## src/rtl/acm_pkg.sv

```systemverilog
package acm_pkg;
   localparam int unsigned LANE_FRM  = 0;
   localparam int unsigned LANE_AUD  = 1;
   localparam int unsigned NUM_LANES = 2;
   localparam int unsigned MIN_SYNC  = 2;
endpackage

```

## src/rtl/acm_sync.sv

```systemverilog
module acm_sync #(
   parameter int unsigned STAGES = 2
) (
   input  logic clk_i,
   input  logic rst_ni,
   input  logic d_raw_i,
   output logic rise_o
);
   localparam int unsigned DEPTH = STAGES + 1;

   logic [DEPTH-1:0] pipe_q;

   always_ff @(posedge clk_i or negedge rst_ni) begin
      if (!rst_ni) pipe_q <= '0;
      else         pipe_q <= {pipe_q[DEPTH-2:0], d_raw_i};
   end

   assign rise_o = pipe_q[STAGES-1] & ~pipe_q[STAGES];
endmodule

```

## src/rtl/acm_frame_ctr.sv

```systemverilog
module acm_frame_ctr #(
   parameter int unsigned CNT_W = 16,
   parameter int unsigned PH_W  = 12
) (
   input  logic             clk_i,
   input  logic             rst_ni,
   input  logic             frm_rise_i,
   input  logic             aud_rise_i,
   output logic [CNT_W-1:0] cnt_o,
   output logic [PH_W-1:0]  ph_cur_o,
   output logic [PH_W-1:0]  ph_prev_o,
   output logic             vld_o,
   output logic             armed_o,
   output logic             ovf_ev_o
);
   localparam logic [CNT_W-1:0] CNT_MAX = {CNT_W{1'b1}};
   localparam logic [PH_W-1:0]  PH_MAX  = {PH_W{1'b1}};

   logic             pend_q, armed_q, vld_q;
   logic [PH_W-1:0]  ph_ctr_q, ph_start_q, ph_cur_q, ph_prev_q;
   logic [CNT_W-1:0] cyc_q, cnt_q;
   logic             anchor;
   logic [PH_W-1:0]  ph_now;
   logic [CNT_W-1:0] cyc_close;
   logic             ph_ovf, cyc_ovf;

   // an audio edge anchors when a strobe is pending or arrives with it
   assign anchor    = aud_rise_i & (pend_q | frm_rise_i);
   assign ph_now    = frm_rise_i ? '0 : ph_ctr_q;
   assign cyc_close = (cyc_q == CNT_MAX) ? CNT_MAX : cyc_q + CNT_W'(1);

   assign ph_ovf  = pend_q & ~frm_rise_i & ~aud_rise_i & (ph_ctr_q == PH_MAX);
   assign cyc_ovf = armed_q & aud_rise_i & (cyc_q == CNT_MAX);

   always_ff @(posedge clk_i or negedge rst_ni) begin
      if (!rst_ni) begin
         pend_q     <= 1'b0;
         armed_q    <= 1'b0;
         vld_q      <= 1'b0;
         ph_ctr_q   <= '0;
         ph_start_q <= '0;
         ph_cur_q   <= '0;
         ph_prev_q  <= '0;
         cyc_q      <= '0;
         cnt_q      <= '0;
      end else begin
         vld_q <= 1'b0;
         if (anchor) begin
            pend_q     <= 1'b0;
            armed_q    <= 1'b1;
            ph_start_q <= ph_now;
            cyc_q      <= '0;
            if (armed_q) begin
               cnt_q     <= cyc_close;
               ph_cur_q  <= ph_now;
               ph_prev_q <= ph_start_q;
               vld_q     <= 1'b1;
            end
         end else begin
            if (frm_rise_i) begin
               pend_q   <= 1'b1;
               ph_ctr_q <= PH_W'(1);
            end else if (pend_q && ph_ctr_q != PH_MAX) begin
               ph_ctr_q <= ph_ctr_q + PH_W'(1);
            end
            if (armed_q && aud_rise_i && cyc_q != CNT_MAX)
               cyc_q <= cyc_q + CNT_W'(1);
         end
      end
   end

   assign cnt_o     = cnt_q;
   assign ph_cur_o  = ph_cur_q;
   assign ph_prev_o = ph_prev_q;
   assign vld_o     = vld_q;
   assign armed_o   = armed_q;
   assign ovf_ev_o  = ph_ovf | cyc_ovf;
endmodule

```

## src/rtl/acm_period_ctr.sv

```systemverilog
module acm_period_ctr #(
   parameter int unsigned PER_W = 20,
   parameter int unsigned CFG_W = 8
) (
   input  logic             clk_i,
   input  logic             rst_ni,
   input  logic             aud_rise_i,
   input  logic [CFG_W-1:0] cfg_i,
   output logic [PER_W-1:0] per_o,
   output logic             vld_o,
   output logic             ovf_ev_o
);
   localparam logic [PER_W-1:0] PER_MAX = {PER_W{1'b1}};
   localparam int unsigned      EW      = CFG_W + 1;

   logic             run_q, vld_q;
   logic [PER_W-1:0] sys_q, per_q, sys_inc;
   logic [CFG_W-1:0] edges_q;
   logic             last_edge, closing;

   // a setting of 0 closes at every edge, same as 1
   assign last_edge = (EW'(edges_q) + EW'(1)) >= EW'(cfg_i);
   assign closing   = run_q & aud_rise_i & last_edge;
   assign sys_inc   = (sys_q == PER_MAX) ? PER_MAX : sys_q + PER_W'(1);
   assign ovf_ev_o  = run_q & ~closing & (sys_q == PER_MAX);

   always_ff @(posedge clk_i or negedge rst_ni) begin
      if (!rst_ni) begin
         run_q   <= 1'b0;
         vld_q   <= 1'b0;
         sys_q   <= '0;
         per_q   <= '0;
         edges_q <= '0;
      end else begin
         vld_q <= 1'b0;
         if (aud_rise_i) begin
            if (!run_q || last_edge) begin
               run_q   <= 1'b1;
               sys_q   <= PER_W'(1);
               edges_q <= '0;
               if (run_q) begin
                  per_q <= sys_q;
                  vld_q <= 1'b1;
               end
            end else begin
               edges_q <= edges_q + CFG_W'(1);
               sys_q   <= sys_inc;
            end
         end else if (run_q) begin
            sys_q <= sys_inc;
         end
      end
   end

   assign per_o = per_q;
   assign vld_o = vld_q;
endmodule

```

## src/rtl/audio_clk_meter.sv

```systemverilog
module audio_clk_meter #(
   parameter int unsigned CNT_W       = 16,
   parameter int unsigned PH_W        = 12,
   parameter int unsigned PER_W       = 20,
   parameter int unsigned CFG_W       = 8,
   parameter int unsigned SYNC_STAGES = 2
) (
   input  logic             clk_i,
   input  logic             rst_ni,
   input  logic             aud_clk_i,
   input  logic             frm_pulse_i,
   input  logic [CFG_W-1:0] per_cfg_i,
   output logic [CNT_W-1:0] frm_cnt_o,
   output logic [PH_W-1:0]  ph_cur_o,
   output logic [PH_W-1:0]  ph_prev_o,
   output logic             frm_vld_o,
   output logic [PER_W-1:0] per_cnt_o,
   output logic             per_vld_o,
   output logic             ovf_o
);
   import acm_pkg::*;

   if (SYNC_STAGES < MIN_SYNC) begin : g_bad_sync
      $error("SYNC_STAGES must be at least 2");
   end
   if (CNT_W < 2 || PH_W < 2 || PER_W < 2 || CFG_W < 1) begin : g_bad_width
      $error("counter widths too small");
   end

   logic [NUM_LANES-1:0] raw_vec, rise_vec;
   logic                 frm_armed;
   logic                 frm_ovf_ev, per_ovf_ev;
   logic                 ovf_q;

   assign raw_vec[LANE_FRM] = frm_pulse_i;
   assign raw_vec[LANE_AUD] = aud_clk_i;

   for (genvar li = 0; li < NUM_LANES; li++) begin : g_lane
      acm_sync #(.STAGES(SYNC_STAGES)) u_sync (
         .clk_i   (clk_i),
         .rst_ni  (rst_ni),
         .d_raw_i (raw_vec[li]),
         .rise_o  (rise_vec[li])
      );
   end

   acm_frame_ctr #(.CNT_W(CNT_W), .PH_W(PH_W)) u_frame (
      .clk_i      (clk_i),
      .rst_ni     (rst_ni),
      .frm_rise_i (rise_vec[LANE_FRM]),
      .aud_rise_i (rise_vec[LANE_AUD]),
      .cnt_o      (frm_cnt_o),
      .ph_cur_o   (ph_cur_o),
      .ph_prev_o  (ph_prev_o),
      .vld_o      (frm_vld_o),
      .armed_o    (frm_armed),
      .ovf_ev_o   (frm_ovf_ev)
   );

   acm_period_ctr #(.PER_W(PER_W), .CFG_W(CFG_W)) u_period (
      .clk_i      (clk_i),
      .rst_ni     (rst_ni),
      .aud_rise_i (rise_vec[LANE_AUD]),
      .cfg_i      (per_cfg_i),
      .per_o      (per_cnt_o),
      .vld_o      (per_vld_o),
      .ovf_ev_o   (per_ovf_ev)
   );

   always_ff @(posedge clk_i or negedge rst_ni) begin
      if (!rst_ni) ovf_q <= 1'b0;
      else         ovf_q <= ovf_q | frm_ovf_ev | per_ovf_ev;
   end

   assign ovf_o = ovf_q;
endmodule

```

## config.mk

```make
export PLATFORM = sky130hd
export DESIGN_NAME = audio_clk_meter
export DESIGN_NICKNAME = d
export VERILOG_FILES = /design/src/rtl/acm_pkg.sv /design/src/rtl/acm_sync.sv /design/src/rtl/acm_frame_ctr.sv /design/src/rtl/acm_period_ctr.sv /design/src/rtl/audio_clk_meter.sv
export SDC_FILE = /design/constraint.sdc
export NUM_CORES = 1
export LEC_CHECK = 0
export CORE_MARGIN = 2
export CORE_UTILIZATION = 61
export CTS_CLUSTER_SIZE = 20
export DETAILED_ROUTE_END_ITERATION = 8
export PLACE_DENSITY_LB_ADDON = 0.12
export SLEW_MARGIN = 20
export SYNTH_ARGS = -nofsm -noshare
export SYNTH_HDL_FRONTEND = slang
export SYNTH_HIERARCHICAL = 1
export SYNTH_SLANG_ARGS = --single-unit
```

## constraint.sdc

```tcl
create_clock -name clk_i -period 4.3 [get_ports clk_i]
set_input_delay 0.86 -clock clk_i [delete_from_list [all_inputs] [get_ports clk_i]]
set_output_delay 0.86 -clock clk_i [all_outputs]
set_load 0.02 [all_outputs]
```

# == Word level (Yosys, flattened, before mapping) ==
# Index checks and enable logic that the tools add are counted.
# Widths: inputs -> output; s select.
# classes
addsub,5
n_lt_le_gt_ge,1
eq_ne,5
mux,18
bitwise,22
reduce_logical,13
# ops
op,n
$mux 20,4
$mux 16,3
$mux 12,3
$add 20x1->20 const B,1
$eq 20x20->1 const B,1
$add 16x1->16 const B,1
$eq 16x16->1 const B,1
$ne 16x16->1 const B,1
$add 12x1->12 const B,1
$and 1x1->1,12
$eq 12x12->1 const B,1
$ne 12x12->1 const B,1
$add 8x1->9 const B,1
$ge 9x8->1,1
$add 8x1->8 const B,1
$mux 8,1
$reduce_bool 2->1,4
$mux 1,7
$not 1->1,6
$reduce_and 2->1,3
$or 1x1->1,4
$logic_and 1x1->1,3
$reduce_and 3->1,1
$logic_not 1->1,1
$logic_or 1x1->1,1
# word_totals
regBits,140
in_bits,12
elab_cells,81

# == Depth between registers and ports, before layout ==
# depth
depth_word,9
mapped_depth,12
depth_no_buf,12

# == Modules after synthesis ==
# Netlist, hierarchy kept.
# modules_own_cells
mod,n_inst,cells_per_inst,area_each_um2,seq_area_each_um2
acm_frame_ctr,1,402,3767.4,2077.0
acm_period_ctr,1,268,2735.1,1251.2
acm_sync,2,4,88.8,75.1
audio_clk_meter,1,2,31.3,25.0

# == Worst setup path after synthesis ==
# OpenSTA, ideal clock, no wires.
# synth_path
kind,input port to flip-flop
from,input per_cfg_i[0]
to,register u_period.per_q[0] (netlist: u_period/per_o[0])
arrival_time_ns,2.842
required_ns,4.175
slack_ns,1.333
path_stages,8
path_buffers,1
cell_sequence,ha_1 -> nand2b_1 -> a211o_1 -> a211o_1 -> and2_4 -> o311ai_4 -> buf_6 -> mux2_2
# synth_via
elab_chain_len,3
# synth_rtl
item,line,rtl
"start, declared",audio_clk_meter.sv:12,"input logic [CFG_W-1:0] per_cfg_i,"
$ge 9x8->1,acm_period_ctr.sv:22,assign last_edge = (EW'(edges_q) + EW'(1)) >= EW'(cfg_i);
$logic_or 1x1->1,acm_period_ctr.sv:37,if (!run_q || last_edge) begin
$reduce_and 3->1 (no source line),-,
"end signal, assigned",acm_period_ctr.sv:42,per_q <= sys_q;
"end, declared",acm_period_ctr.sv:17,"logic [PER_W-1:0] sys_q, per_q, sys_inc;"
# Every way passes these cells.
# A chain may end at the register's enable or synchronous reset.

# == Final worst setup path ==
# layout_path
from,register u_period.edges_q[0]
to,register u_period.per_q[1] (netlist: u_period/per_o[1])
# layout_via
elab_chain_len,4
# layout_rtl
item,line,rtl
"start, declared",acm_period_ctr.sv:18,logic [CFG_W-1:0] edges_q;
"start signal, assigned",acm_period_ctr.sv:46,edges_q <= edges_q + CFG_W'(1);
$add 8x1->9,acm_period_ctr.sv:22,
$ge 9x8->1,acm_period_ctr.sv:22,
$logic_or 1x1->1,acm_period_ctr.sv:37,
$reduce_and 3->1 (no source line),-,
# Every way passes these cells.

==> flow_summary.json <==
{
  "area_delta_synth_final_pct": 21.2,
  "fillerInstances": 739,
  "startpoint_type": "flip-flop",
  "crit_type": "flip-flop to flip-flop",
  "syn-mean-instance-area_sq_um": 9.87,
  "synth_top_cell_by_area": "dfrtp_1",
  "drcViolationCount": 0,
  "async_flop_share_pct": 100,
  "place_area_sq_mm": 0.00753,
  "ys_types": 71,
  "grt_use_total_pct": 26.7,
  "rows": 38,
  "drive_gt1_share_pct": 10.6,
  "reg2reg_from": "u_period/edges_q[0]$_DFFE_PN0P_",
  "synthFlopType": "dfrtp_1",
  "finalHoldViolations": 0,
  "max_freq_mhz": 297,
  "fin_util_pct": 75.4,
  "max_slew.worst_pin.slew_ns": 0.836,
  "ys_seq_elements": 140,
  "cp.required_ns": 4.71,
  "firstDrtPassIters": 5,
  "ios": 75,
  "initial_utilization_pct": 62.2,
  "clkPwrFrac_pct": 33.4,
  "grt_pass1_vias": 5168,
  "grt_setup_unrepaired": "no",
  "fin_skew_ns": 0.00846,
  "cp_max_fo": 21,
  "die_h_microns": 109,
  "holdBufCountCts": 0,
  "synth_area_sq_mm": 0.00671,
  "grt_pass1_wl_microns": 24800,
  "cts_resized": 0,
  "portBuffers": 74,
  "min_path_type": "flip-flop to flip-flop",
  "grt_max_degree": 93,
  "htree_num_levels": 4,
  "gp_congestion": 0.857,
  "worstHoldStart": "g_lane[0].u_sync/pipe_q[0]$_DFF_PN0_",
  "finalNetCount": 773,
  "synthCells": 680,
  "status": "completed",
  "clkSinkCount": 140,
  "ys_seq_area_share_pct": 52.2,
  "layout_min_cycle_time_ns": 3.36,
  "postCtsSetupBuffers": 0,
  "die_x_microns": 109,
  "syn-num-nets": 704,
  "cts.clk_slew.worst_paths_ns": 0.06,
  "grt.overflow.total": 0,
  "fin_area_sq_mm": 0.00814,
  "synth.most_common_cell": "dfrtp_1",
  "total_power_mw": 4.49,
  "leakage_nw": 3.68,
  "dp.cells": 870,
  "dp_slack_ns": 0.693,
  "core_sq_mm": 0.0108,
  "drtIter0Drc": 419,
  "min_period_over_period_pct": 78.2,
  "tns_ns": 0,
  "viasPerCell": 5.90,
  "vias": 5320,
  "synth_area_leaders": "dfrtp_1 52%, nand2_1 5.8%, o21ai_0 4.2%",
  "end_kind": "flip-flop",
  "antenna_cells": 0,
  "dieArea_sq_mm": 0.0119,
  "crit_start": "u_period/edges_q[0]$_DFFE_PN0P_",
  "synth_top_area_share_pct": 52.2,
  "synthTopCellsByCount": "140 x dfrtp_1, 104 x nand2_1, 56 x o21ai_0",
  "antenna_found_initial": 0,
  "powerDensity_mw_per_mm2": 552,
  "post_drt_wl_per_cell_microns": 16.2,
  "setup_violations": 0,
  "seqPwrFrac_pct": 40.7,
  "clk_latency_ns": 0.53,
  "max-slew-margin-rel_pct": 44.3,
  "drt-total-wl_microns": 14600,
  "fin_cells": 902,
  "yosysWarnings": 6,
  "root_buffer": "clkbuf_8",
  "p_comb_share_pct": 26.0,
  "cts_tree": "built",
  "power.switching_mw": 1.42,
  "worst_slack_ns": 0.936,
  "hold_slack_ns": 0.357,
  "max_cap_viol_count": 0,
  "cts_buffer_depth": 2,
  "antenna_left": 0,
  "ir_drop_mv": 0.380,
  "power_switching_share_pct": 31.6,
  "cts_buffers": 17,
  "crit_arrival_ns": 3.77,
  "synth_edf_count": 0,
  "drv_slew": 0,
  "power.internal_mw": 3.07,
  "detailed_place_hpwl_microns": 9610
}
worst paths after layout:
check	endpoint	slack, ns	cells past startpoint
worst min-delay path	g_lane[0].u_sync/pipe_q[1]$_DFF_PN0_	0.36	0
max in group asynchronous	u_period/sys_q[6]$_DFFE_PN0P_	3.01	2
min in group asynchronous	u_period/per_o[15]$_DFFE_PN0P_	0.38	1
worst max-delay path	u_period/per_o[1]$_DFFE_PN0P_	0.94	12
worst min register to register	g_lane[0].u_sync/pipe_q[1]$_DFF_PN0_	0.36	0
worst max register to register	u_period/per_o[1]$_DFFE_PN0P_	0.94	12
final cells by class:
class	instances	area, sq um	share of cell area [%]
inverter	26	97.6	1.20
multi-input combinational	480	2930	36.0
clock inverter	14	183	2.25
clock buffer	18	428	5.26
timing repair buffer	84	817	10.0
tap	140	175	2.15
sequential	140	3500	43.1
sequential cells by signal, summed over array words and instances (netlist names), 6 cells and up:
register and count:
u_period/sys_q 20, u_period/per_o 20, u_period/edges_q 8, g_lane.u_sync/pipe_q 6, u_frame/cnt_o 16, u_frame/ph_ctr_q 12
u_frame/ph_start_q 12, u_frame/cyc_q 16, u_frame/ph_cur_o 12, u_frame/ph_prev_o 12
power groups by stage:
stage,sequential (mW),clock (mW),combinational [mW]
4_1_cts,1.83,1.53,1.18
6_report,1.83,1.50,1.17
2_1_floorplan,1.98,0,0.528
3_3_place_gp,1.83,0,1.13
3_5_place_dp,1.84,0,1.17
5_1_grt,1.87,1.58,1.28
worst max-delay path, stage by stage (launching register included):
cell	delay [ns]
dfrtp_1	0.44
ha_1	0.25
and3_1	0.26
nand3_1	0.12
xnor2_1	0.27
ha_1	0.31
o21ai_0	0.11
nor2_1	0.07
a211o_1	0.29
and2_4	0.20
o311ai_4	0.25
buf_4	0.31
mux2_2	0.37
cell usage in the layout, fill, tap and decap left out, types with 3 or more instances in the layout:
cell	instances
bufinv_16	3
clkbuf_16	16
nand3_1	31
ha_1	12
a21oi_1	28
buf_4	10
inv_1	25
xnor2_1	13
nand4_1	10
a211o_1	3
dfrtp_1	140
inv_6	4
clkdlybuf4s50_1	73
o2bb2ai_1	6
o21ai_0	56
nor2_1	38
clkinv_4	3
mux2_2	19
and4_1	4
mux2i_1	4
xor2_1	13
or3_1	8
o21ai_1	15
nor3_1	13
nand2b_1	16
a31oi_1	4
a21o_1	4
and3_1	14
o31ai_1	5
a22oi_1	9
nand2_1	104
cell families (layout without fill, tap and decap cells):
family          after synthesis  count (layout)  share of synthesized area (%)
simple gates                260             260                           19.2
compound gates              157             157                           14.7
flops                       140             140                           52.2
buf+inv                      60             142                           4.10
xor+xnor                     26              26                           3.39
mux                          25              25                           4.12
fa+ha+maj                    12              12                           2.24
routing by layer:
layer | up-vias | GRT usage [%] | share of wire, %
met3 | 22 | 5.38 | 5.1
li1 | 2527 | - | -
met2 | 159 | 41.6 | 49
met1 | 2612 | 36.6 | 45
met4 | 0 | 11.4 | 1.7
met5 | - | 0 | 0
No activity file was read; power rests on OpenSTA's default activity.
